### src/rtl/mbl_pkg.sv
package mbl_pkg;
   typedef enum logic {
      PARK_HOLD = 1'b0,
      PARK_ZERO = 1'b1
   } park_e;

   localparam int unsigned MBL_DEF_W = 12;
endpackage

### src/rtl/mbl_latch.sv
module mbl_latch #(
   parameter int unsigned W = 12
) (
   input  logic         clk,
   input  logic         rst_n,
   input  logic         le,
   input  logic [W-1:0] d,
   output logic [W-1:0] q
);
   logic [W-1:0] held;

   always_ff @(posedge clk or negedge rst_n) begin
      if (!rst_n)  held <= '0;
      else if (le) held <= d;
   end

   // transparent while enabled, recorded value otherwise
   assign q = le ? d : held;
endmodule

### src/rtl/mbl_driver.sv
module mbl_driver
   import mbl_pkg::*;
#(
   parameter int unsigned W    = 12,
   parameter park_e       PARK = PARK_ZERO
) (
   input  logic         en_n,
   input  logic [W-1:0] val,
   output logic [W-1:0] out,
   output logic [W-1:0] oe
);
   assign oe = {W{~en_n}};

   generate
      if (PARK == PARK_ZERO) begin : g_park_zero
         assign out = en_n ? '0 : val;
      end else begin : g_park_hold
         assign out = val;
      end
   endgenerate
endmodule

### src/rtl/mbl_selector.sv
module mbl_selector #(
   parameter int unsigned W = 12
) (
   input  logic         sel,
   input  logic [W-1:0] from1,
   input  logic [W-1:0] from2,
   output logic [W-1:0] y
);
   assign y = sel ? from1 : from2;
endmodule

### src/rtl/mbl_mux_latch.sv
module mbl_mux_latch
   import mbl_pkg::*;
#(
   parameter int unsigned W    = MBL_DEF_W,
   parameter park_e       PARK = PARK_ZERO
) (
   input  logic         clk,
   input  logic         rst_n,
   input  logic [W-1:0] a_in,
   output logic [W-1:0] a_out,
   output logic [W-1:0] a_oe,
   input  logic [W-1:0] b1_in,
   output logic [W-1:0] b1_out,
   output logic [W-1:0] b1_oe,
   input  logic [W-1:0] b2_in,
   output logic [W-1:0] b2_out,
   output logic [W-1:0] b2_oe,
   input  logic         bank_sel,
   input  logic         a_en_n,
   input  logic         b1_en_n,
   input  logic         b2_en_n,
   input  logic         fwd1_le,
   input  logic         fwd2_le,
   input  logic         ret1_le,
   input  logic         ret2_le
);
   localparam int unsigned NBANK = 2;

   if (W < 1) begin : g_bad_w
      $error("mbl_mux_latch: W must be at least 1");
   end

   logic [W-1:0] bank_in  [NBANK];
   logic [W-1:0] bank_out [NBANK];
   logic [W-1:0] bank_oe  [NBANK];
   logic [W-1:0] fwd_q    [NBANK];
   logic [W-1:0] ret_q    [NBANK];
   logic [NBANK-1:0] fwd_le, ret_le, bank_en_n;
   logic [W-1:0] a_val;

   assign bank_in[0] = b1_in;
   assign bank_in[1] = b2_in;
   assign fwd_le     = {fwd2_le, fwd1_le};
   assign ret_le     = {ret2_le, ret1_le};
   assign bank_en_n  = {b2_en_n, b1_en_n};

   genvar g;
   generate
      for (g = 0; g < NBANK; g++) begin : g_bank
         mbl_latch #(.W(W)) u_fwd (
            .clk(clk), .rst_n(rst_n), .le(fwd_le[g]), .d(a_in), .q(fwd_q[g])
         );
         mbl_latch #(.W(W)) u_ret (
            .clk(clk), .rst_n(rst_n), .le(ret_le[g]), .d(bank_in[g]), .q(ret_q[g])
         );
         mbl_driver #(.W(W), .PARK(PARK)) u_drv (
            .en_n(bank_en_n[g]), .val(fwd_q[g]), .out(bank_out[g]), .oe(bank_oe[g])
         );
      end
   endgenerate

   mbl_selector #(.W(W)) u_sel (
      .sel(bank_sel), .from1(ret_q[0]), .from2(ret_q[1]), .y(a_val)
   );

   mbl_driver #(.W(W), .PARK(PARK)) u_adrv (
      .en_n(a_en_n), .val(a_val), .out(a_out), .oe(a_oe)
   );

   assign b1_out = bank_out[0];
   assign b1_oe  = bank_oe[0];
   assign b2_out = bank_out[1];
   assign b2_oe  = bank_oe[1];
endmodule

### config.mk
export PLATFORM = sky130hd
export DESIGN_NAME = mbl_mux_latch
export DESIGN_NICKNAME = d
export VERILOG_FILES = /design/src/rtl/mbl_pkg.sv /design/src/rtl/mbl_latch.sv /design/src/rtl/mbl_driver.sv /design/src/rtl/mbl_selector.sv /design/src/rtl/mbl_mux_latch.sv
export SDC_FILE = /design/constraint.sdc
export NUM_CORES = 1
export LEC_CHECK = 0
export BUFFER_PORTS_ARGS = -buffer_cell sky130_fd_sc_hd__buf_2
export CELL_PAD_IN_SITES_DETAIL_PLACEMENT = 1
export CELL_PAD_IN_SITES_GLOBAL_PLACEMENT = 2
export CORE_MARGIN = 5
export CORE_UTILIZATION = 30
export CTS_CLUSTER_DIAMETER = 150
export CTS_CLUSTER_SIZE = 30
export DETAILED_ROUTE_END_ITERATION = 10
export PLACE_DENSITY_LB_ADDON = 0.1
export SLEW_MARGIN = 20
export SYNTH_ARGS = -nofsm -noshare
export SYNTH_HDL_FRONTEND = slang
export SYNTH_SLANG_ARGS = --single-unit
### constraint.sdc
create_clock -name clk -period 1.4 [get_ports clk]
set_input_delay 0.07 -clock clk [delete_from_list [all_inputs] [get_ports clk]]
set_output_delay 0.07 -clock clk [all_outputs]
set_load 0.1 [all_outputs]
==> flow_results.xml <==
<?xml version="1.0" encoding="UTF-8"?>
<metrics>
  <group name="timing">
    <metric name="final.hold.worst_slack" unit="ns">0.0124</metric>
    <metric name="final_hold_viol_count" unit="">0</metric>
    <metric name="drv_slew" unit="">0</metric>
    <metric name="setup_total_negative_slack" unit="ns">-0.347</metric>
    <metric name="finalWorstPathRequiredPeriod" unit="ns">1.46</metric>
    <metric name="tightestPinTransition" unit="ns">0.586</metric>
    <metric name="worst_slack" unit="ns">-0.0558</metric>
    <metric name="report.final.setup_viol" unit="">12</metric>
    <metric name="rsz0062_at_grt" unit="">true</metric>
    <metric name="slew_headroom" unit="%">60.8</metric>
    <metric name="final.setup_skew" unit="ns">0</metric>
    <metric name="max_freq" unit="GHz">0.687</metric>
    <metric name="fin_crit_sh" unit="%">104</metric>
  </group>
  <group name="finish">
    <metric name="antenna_cells" unit="">0</metric>
    <metric name="finish.net_count" unit="">319</metric>
    <metric name="mostFrequentLayoutCells" unit="">64 x sky130_fd_sc_hd__buf_12, 57 x sky130_fd_sc_hd__buf_2, 48 x sky130_fd_sc_hd__dfrtp_1, 34 x sky130_fd_sc_hd__mux2_2, 22 x sky130_fd_sc_hd__and2_4</metric>
    <metric name="finish.utilization" unit="%">51.8</metric>
    <metric name="area_growth_syn_to_layout" unit="%">68.9</metric>
    <metric name="share_of_cells_above_drive_strength_1" unit="%">75.5</metric>
    <metric name="layout.cells.most_common" unit="">sky130_fd_sc_hd__buf_12</metric>
  </group>
  <group name="logic_synthesis">
    <metric name="synthesis.area" unit="µm²">2370</metric>
    <metric name="synth_warnings" unit="">0</metric>
    <metric name="postSynthCellCount" unit="">178</metric>
    <metric name="synth_seq_cells" unit="">48</metric>
    <metric name="synth_area_per_cell" unit="µm²">13.3</metric>
    <metric name="yosysSeqAreaShare" unit="%">50.7</metric>
    <metric name="yosys.cell_types.count" unit="">12</metric>
    <metric name="synth_fp_nets" unit="">224</metric>
  </group>
  <group name="clock_network">
    <metric name="numCtsBuffers" unit="">5</metric>
    <metric name="cts.htree.levels" unit="">2</metric>
    <metric name="clock_latency_on_the_worst_skew_pair" unit="ns">0.29</metric>
    <metric name="numClockSinks" unit="">48</metric>
    <metric name="clk_pin_slew_worst_paths" unit="ns">0.09</metric>
    <metric name="clock_tree_from_tritoncts" unit="">yes</metric>
    <metric name="cts_max_path_buffers" unit="">2</metric>
    <metric name="clockRootBuffer" unit="">sky130_fd_sc_hd__clkbuf_8</metric>
  </group>
  <group name="pwr">
    <metric name="seqPwrFrac" unit="%">33.0</metric>
    <metric name="power-per-cell-area" unit="nW/µm²">1180</metric>
    <metric name="power.leakage" unit="nW">1.88</metric>
    <metric name="max-vdd-ir-drop" unit="mV">0.455</metric>
    <metric name="switching_part_of_the_total" unit="%">39.5</metric>
    <metric name="pwr-share-comb" unit="%">46.2</metric>
    <metric name="intPower" unit="mW">2.85</metric>
    <metric name="p_switching" unit="mW">1.86</metric>
    <metric name="clock_share_of_power" unit="%">20.9</metric>
  </group>
  <group name="setup_path">
    <metric name="kind_of_end_point_of_the_critical_path" unit="">primary output</metric>
    <metric name="timing.setup.critical_path_class" unit="">register to primary output</metric>
    <metric name="r2r_slack" unit="ns">0.51</metric>
    <metric name="worstPathArrival" unit="ns">1.39</metric>
    <metric name="worstPathMaxFanout" unit="">2</metric>
    <metric name="startpoint_type" unit="">register</metric>
    <metric name="r2r-start" unit="">g_bank[1].u_ret.held[5]$_DFF_PN0_</metric>
    <metric name="worst_r2r_endpoint" unit="">g_bank[1].u_ret.held[5]$_DFF_PN0_</metric>
    <metric name="critPathRequiredTime" unit="ns">1.33</metric>
    <metric name="worst-r2r-cell-count" unit="">2</metric>
  </group>
  <group name="detailed_routing">
    <metric name="post_drt_wl_per_cell" unit="µm">16.1</metric>
    <metric name="drt.antenna.violating_nets" unit="">0</metric>
    <metric name="detailroute.via_count" unit="">1621</metric>
    <metric name="drc_errors" unit="">0</metric>
    <metric name="routed_wirelength" unit="mm">6.04</metric>
    <metric name="firstDrtPassIters" unit="">2</metric>
    <metric name="dr.first_iter.drc_count" unit="">27</metric>
    <metric name="detail_route.vias_per_cell" unit="">4.31</metric>
  </group>
  <group name="floorplan">
    <metric name="dieArea" unit="µm²">9770</metric>
    <metric name="boundaryPins" unit="">118</metric>
    <metric name="floorplan.core_area" unit="µm²">7730</metric>
    <metric name="floorplan.rows" unit="">32</metric>
    <metric name="die_w" unit="µm">98.9</metric>
    <metric name="die_h" unit="µm">98.9</metric>
    <metric name="initial_utilization" unit="%">30.7</metric>
  </group>
  <group name="grt">
    <metric name="antenna_found_initial" unit="">0</metric>
    <metric name="maximum_number_of_pins_on_one_net_before_global_route_repair" unit="">49</metric>
    <metric name="grt_pass1_vias" unit="">1814</metric>
    <metric name="grt-ovfl-total" unit="">0</metric>
    <metric name="grt_util_all_layers" unit="%">12.4</metric>
    <metric name="grt_pass1_wl" unit="mm">9.58</metric>
  </group>
  <group name="place">
    <metric name="place_ws" unit="ns">-0.139</metric>
    <metric name="port_buffers" unit="">117</metric>
    <metric name="hpwl" unit="mm">4.57</metric>
    <metric name="gp_congestion" unit="">0.714</metric>
  </group>
  <group name="min_path">
    <metric name="timing.hold.worst.start" unit="">b1_in[10]</metric>
    <metric name="holdPathEnd" unit="">g_bank[0].u_ret.held[10]$_DFF_PN0_</metric>
    <metric name="hold_class" unit="">input port to register</metric>
    <metric name="worstHoldPathCells" unit="">2</metric>
  </group>
  <group name="run_status">
    <metric name="outcome" unit="">finished with violations</metric>
    <metric name="violations" unit="">negative setup slack</metric>
  </group>
  <group name="job">
    <metric name="cap_viol_max_count" unit="">0</metric>
  </group>
</metrics>
[power by group through the flow]
stage               Clock (mW)  Sequential [mW]  Combinational, mW
finish                   0.983             1.55               2.17
global route              1.08             1.57               2.25
CTS                       1.03             1.56               2.16
detailed placement           0             1.59               2.13
global placement             0             1.58               2.12
floorplan                    0             1.57               1.43
[cell families after synthesis]
kind of cell | share of synthesized area, %
compound gates | 4.44
simple gates | 6.76
mux | 24.9
flops | 50.7
buf+inv | 13.2
[registers in the layout, indices dropped and copies added, names as in the netlist]
register / cells
g_bank.u_fwd.held: 24
g_bank.u_ret.held: 24
[synth_stat cells, drive strengths merged]
library cell	n	share of area (%)
dfrtp	48	51
clkbuf	3	0.48
nor2	1	0.16
a22o	12	4.4
mux2	48	25
and2	24	6.3
buf	38	12
inv	3	0.48
nor2b	1	0.26
[per-stage QoR]
stage	instances	cell area (µm²)	power, mW
floorplan	178	2400	3.00
global placement	362	3800	3.69
detailed placement	362	3800	3.71
CTS	376	3960	4.74
global route	376	4000	4.90
finish	376	4000	4.71
[layout make-up]
| cell class | count | area, µm² |
|---|---|---|
| inverter | 3 | 11.3 |
| fill | 773 | 3730 |
| sequential | 48 | 1200 |
| clock inverter | 2 | 35.0 |
| clock buffer | 6 | 72.6 |
| tap | 102 | 128 |
| timing repair buffer | 129 | 1630 |
| multi-input combinational | 86 | 925 |
[how the worst max path moves through the flow]
stage / end / slack [ns] / startpoint / cells past startpoint
after global placement: a_out[11] / -0.08 / bank_sel / 4
after CTS: a_out[1] / -0.06 / g_bank[1].u_ret.held[1]$_DFF_PN0_ / 3
after floorplan: a_out[1] / 0.02 / bank_sel / 3
final: a_out[3] / -0.06 / g_bank[1].u_ret.held[3]$_DFF_PN0_ / 3
after detailed placement: a_out[11] / -0.14 / bank_sel / 4
after global routing: a_out[11] / -0.09 / g_bank[0].u_ret.held[11]$_DFF_PN0_ / 3
[metal layers]
| layer | vias up | GRT usage (%) | routed length (µm) |
|---|---|---|---|
| met4 | 0 | 2.84 | 31 |
| met5 | - | 0 | 0 |
| met3 | 3 | 6.23 | 599 |
| li1 | 760 | - | - |
| met2 | 74 | 20.6 | 2980 |
| met1 | 784 | 14.3 | 2430 |
[what timing repair did]
action                                 CTS  global route
pin swaps                                9             0
hold buffers                             1             0
buffers inserted                         5             0
endpoints found under the hold margin   48             0
resized for setup                        4            21
setup endpoints to repair               14            32
[critical path, stage by stage (launching register included)]
cell,delay (ns)
sky130_fd_sc_hd__dfrtp_1,0.38
sky130_fd_sc_hd__mux2_4,0.28
sky130_fd_sc_hd__a22o_1,0.25
sky130_fd_sc_hd__buf_12,0.18
Power figures use the tool's default switching activity.
